### config.mk
export PLATFORM = sky130hd
export DESIGN_NAME = gpio_bitop_port
export DESIGN_NICKNAME = d
export VERILOG_FILES = /design/src/rtl/gpio_bitop_port.sv
export SDC_FILE = /design/constraint.sdc
export NUM_CORES = 1
export LEC_CHECK = 0
export ABC_AREA = 1
export CAP_MARGIN = 20
export CORE_MARGIN = 2
export CORE_UTILIZATION = 30
export CTS_CLUSTER_DIAMETER = 200
export DETAILED_ROUTE_END_ITERATION = 10
export DONT_BUFFER_PORTS = 1
export PLACE_DENSITY = 0.51
export SLEW_MARGIN = 15
export SYNTH_ARGS = -nofsm -noshare
export SYNTH_HDL_FRONTEND = slang
export SYNTH_SLANG_ARGS = --single-unit
### constraint.sdc
create_clock -name clk -period 1.7 [get_ports clk]
set_input_delay 0.17 -clock clk [delete_from_list [all_inputs] [get_ports clk]]
set_output_delay 0.17 -clock clk [all_outputs]
set_load 0.005 [all_outputs]
### src/rtl/gpio_bitop_port.sv
module gpio_bitop_port #(
  parameter int WIDTH = 8,
  localparam int IDXW = $clog2(WIDTH)
) (
  input  logic             clk,
  input  logic             rst_n,
  input  logic             bus_sel,
  input  logic             bus_wr,
  input  logic             bus_addr,
  input  logic [WIDTH-1:0] bus_wdata,
  output logic [WIDTH-1:0] bus_rdata,
  output logic             bus_stall,
  input  logic             bit_start,
  input  logic             bit_clear,
  input  logic [IDXW-1:0]  bit_idx,
  output logic             bit_busy,
  output logic             bit_done,
  input  logic [WIDTH-1:0] pin_in,
  output logic [WIDTH-1:0] pin_out,
  output logic [WIDTH-1:0] pin_oe
);

  typedef enum logic [1:0] {S_IDLE, S_READ, S_MODIFY, S_WRITE} seq_t;

  seq_t            state;
  logic [WIDTH-1:0] ctrl_q, latch_q, work_q, mixed;
  logic [IDXW-1:0] idx_q;
  logic            clr_q;
  logic            wr_req, wr_ok;

  assign mixed     = (ctrl_q & latch_q) | (~ctrl_q & pin_in);
  assign bit_busy  = (state != S_IDLE);
  assign wr_req    = bus_sel & bus_wr;
  assign bus_stall = wr_req & bit_busy;
  assign wr_ok     = wr_req & ~bit_busy;
  assign bus_rdata = bus_addr ? ctrl_q : mixed;
  assign pin_out   = latch_q;
  assign pin_oe    = ctrl_q;

  always_ff @(posedge clk) begin
    if (!rst_n) begin
      ctrl_q <= '0;
    end else if (wr_ok && bus_addr) begin
      ctrl_q <= bus_wdata;
    end
  end

  always_ff @(posedge clk) begin
    if (!rst_n) begin
      state    <= S_IDLE;
      latch_q  <= '0;
      work_q   <= '0;
      idx_q    <= '0;
      clr_q    <= 1'b0;
      bit_done <= 1'b0;
    end else begin
      bit_done <= 1'b0;
      case (state)
        S_IDLE: begin
          if (wr_ok && !bus_addr) latch_q <= bus_wdata;
          if (bit_start) begin
            idx_q <= bit_idx;
            clr_q <= bit_clear;
            state <= S_READ;
          end
        end
        S_READ: begin
          work_q <= mixed;
          state  <= S_MODIFY;
        end
        S_MODIFY: begin
          work_q[idx_q] <= ~clr_q;
          state         <= S_WRITE;
        end
        default: begin
          latch_q  <= work_q;
          bit_done <= 1'b1;
          state    <= S_IDLE;
        end
      endcase
    end
  end

endmodule


==> impl_metrics.csv <==
group,metric,value,unit
outcome,status,"complete, no violations",
placed_design,io_buffers,0,
critical_path,crit_top_cell,"buf_4",
yosys,synth_fp_nets,313,
routing,antenna_left,0,
critical_path,crit_chain,"inv_1 -> ha_1 -> buf_4 -> inv_2 -> buf_4",
clock_network,cts.sinks,31,
critical_path,critPathBufInv,4,
sta,hold_viol,0,
routing,wl,4670,microns
min_path,worst_hold_path_type,"input port to flop",
routing,num_vias,1635,
global_routing,grt_max_degree,21,
critical_path,cp.arrival,1380,ps
global_routing,met2_usage,0.250,
die,die_y,80.1,microns
yosys,postSynthAreaPerCell,6.13,sq um
placed_design,gp_congestion,0.753,
yosys,syn_inst,283,
global_routing,grt_pass1_wl,7490,microns
clock_network,post-cts-setup-buffers,0,
placed_design,placed_cells,352,
global_routing,met1_usage,0.189,
cells_and_area,fin_nets,320,
global_routing,antenna_found_initial,0,
critical_path,r2r_cells,8,
cells_and_area,area_growth,10.5,%
yosys,post-synth-top-area-cell,"dfxtp_1",
clock_network,cts_root_buf,"clkbuf_8",
yosys,synthTopCellsByArea,"dfxtp_1 36%, nand2_1 21%, nor2_1 11%",
cells_and_area,final_core_utilization,0.346,
sta,slew_headroom,0.725,
critical_path,required,1530,ps
power,p_leak,0.941,nW
sta,max_freq,0.646,GHz
critical_path,crit_path_start_kind,"flop",
clock_network,cts_tree,"yes",
critical_path,end_kind,"output pin",
global_routing,grt-busiest-layer,"met2",
yosys,synth_cell_types,19,
routing,first_iter_violations,60,
routing,wl_per_cell,12.9,microns
clock_network,path_clk_slew,70,ps
sta,worst_pin_slew,412,ps
clock_network,cts_buffers,5,
power,p_total,3.00,mW
min_path,min_to,"pin_out[2]$_SDFFE_PN0P_",
min_path,worstHoldStart,"rst_n",
sta,drv_slew,0,
sta,finalClockSkew,5.52,ps
power,vdd_drop_max,0.000611,V
die,rows,27,
critical_path,max_stage_delay,380,ps
run,max-cap-violations,0,
sta,fin_setup_tns,0,ps
clock_network,cts_resized,0,
placed_design,hpwlAfterDp,3400,microns
clock_network,h-tree-depth,2,
routing,dr.pass1.iters,4,
die,core-area,5540,sq um
clock_network,cts_buffer_depth,2,
cells_and_area,stdcell_count,363,
yosys,synth_area,1740,sq um
yosys,yosysSeqAreaShare,0.358,
routing,routed_via_density,4.50,
yosys,synth.top_cell.area_share,0.358,
global_routing,use_met3,0.0517,
global_routing,grt_use_total,0.153,
critical_path,rr_startpoint,"state[1]$_SDFFE_PN0P_",
sta,min_period,1550,ps
sta,min_period_over_period,0.911,
sta,setup_viol,0,
routing,drc_errors,0,
die,dieArea,6410,sq um
die,start_util,0.313,
critical_path,crit_slowest_cell,"dfxtp_1",
cells_and_area,layout-drive-gt1-share,0.0722,
die,dieWidth,80.1,microns
sta,rsz0062_at_grt,"false",
critical_path,rr_endpoint,"pin_oe[0]$_SDFFE_PN0P_",
critical_path,path_class,"flop to output pin",
global_routing,grt_overflow,0,
power,powerDensity,1560,nW/um^2
yosys,synth-seq-cells,31,
critical_path,crit_fanout,7,
yosys,synth-warning-count,0,
die,ios,53,
clock_network,clk_latency,280,ps
global_routing,grt_pass1_vias,1577,
critical_path,regToRegSetupSlack,190,ps
critical_path,path_delay_family,"buffers and inverters",
min_path,hold_depth,2,
clock_network,hold_buffers,3,
cells_and_area,antenna_cells,0,
[placed cells by master, fill, tap and decap left out, types with 2 or more instances in the layout]
cell	synthesis	routed
nand2_1	96	96
nor2_1	49	49
inv_1	33	33
dfxtp_1	31	31
o21ai_0	24	24
a21oi_1	13	13
nand3_1	12	12
clkbuf_8	0	5
nand2_2	4	4
ha_1	4	4
inv_2	3	3
dlygate4sd3_1	0	3
buf_4	0	3
nor2_4	2	2
o21ai_1	2	2
clkbuf_1	1	2
[through the flow]
stage	cell area, sq um	setup slack (ps)	hold slack (ps)
finish	1920	151	8.98
global route	1920	15.5	2.52
CTS	1920	121	1.87
detailed placement	1810	197	281
global placement	1810	272	275
floorplan	1740	404	305
[Yosys cell counts]
library cell	n
nand2_1	96
nor2_1	49
inv_1	33
dfxtp_1	31
o21ai_0	24
a21oi_1	13
nand3_1	12
ha_1	4
nand2_2	4
buf_2	3
inv_2	3
buf_6	2
nor2_4	2
o21ai_1	2
clkbuf_1	1
clkinv_1	1
nand2_4	1
nand3_4	1
or2_4	1
[area by class of cell]
cell class	instances	area, sq um
fillers	624	3620
multi-input cells	209	935
flip-flops and latches	31	621
inverters	37	139
well taps	72	90.1
clock buffers	7	76.3
repair buffers	6	52.6
clock inverters	1	5.00
[registers in the layout, indices dropped and copies added, names as in the netlist]
| register | count |
|---|---|
| bit_done | 1 |
| clr_q | 1 |
| idx_q | 3 |
| pin_oe | 8 |
| pin_out | 8 |
| state | 2 |
| work_q | 8 |
[report_power, final]
group          switching, mW  total (mW)  internal [mW]
sequential             0.180        1.12          0.941
combinational          0.864        1.31          0.449
clock                  0.281       0.568          0.287
[cells by family (layout without fill, tap and decap cells)]
kind of cell             Yosys count  in the layout  synth area share
AO/OA/AOI/OAI                     39             39             0.112
adder cells (fa/ha/maj)            4              4            0.0288
buffers and inverters             43             51             0.104
flip-flops                        31             31             0.358
AND/OR/NAND/NOR                  166            166             0.397
[worst max-delay path by stage]
stage,start,to,slack (ps),cells after the start
finish,state[0]$_SDFFE_PN0P_,bit_busy,150,5
global route,state[0]$_SDFFE_PN0P_,pin_oe[6]$_SDFFE_PN0P_,20,8
CTS,state[0]$_SDFFE_PN0P_,bit_busy,120,5
detailed placement,state[0]$_SDFFE_PN0P_,pin_out[3]$_SDFFE_PN0P_,200,7
global placement,state[0]$_SDFFE_PN0P_,pin_oe[4]$_SDFFE_PN0P_,270,8
floorplan,state[0]$_SDFFE_PN0P_,pin_out[1]$_SDFFE_PN0P_,400,8
[per-layer routing]
metal,up-vias,routed length [microns],share of wire
li1,874,-,-
met1,709,2120,0.45
met5,-,0,0
met4,0,52,0.011
met2,45,2170,0.46
met3,7,328,0.070
No activity file was read; power rests on OpenSTA's default activity.
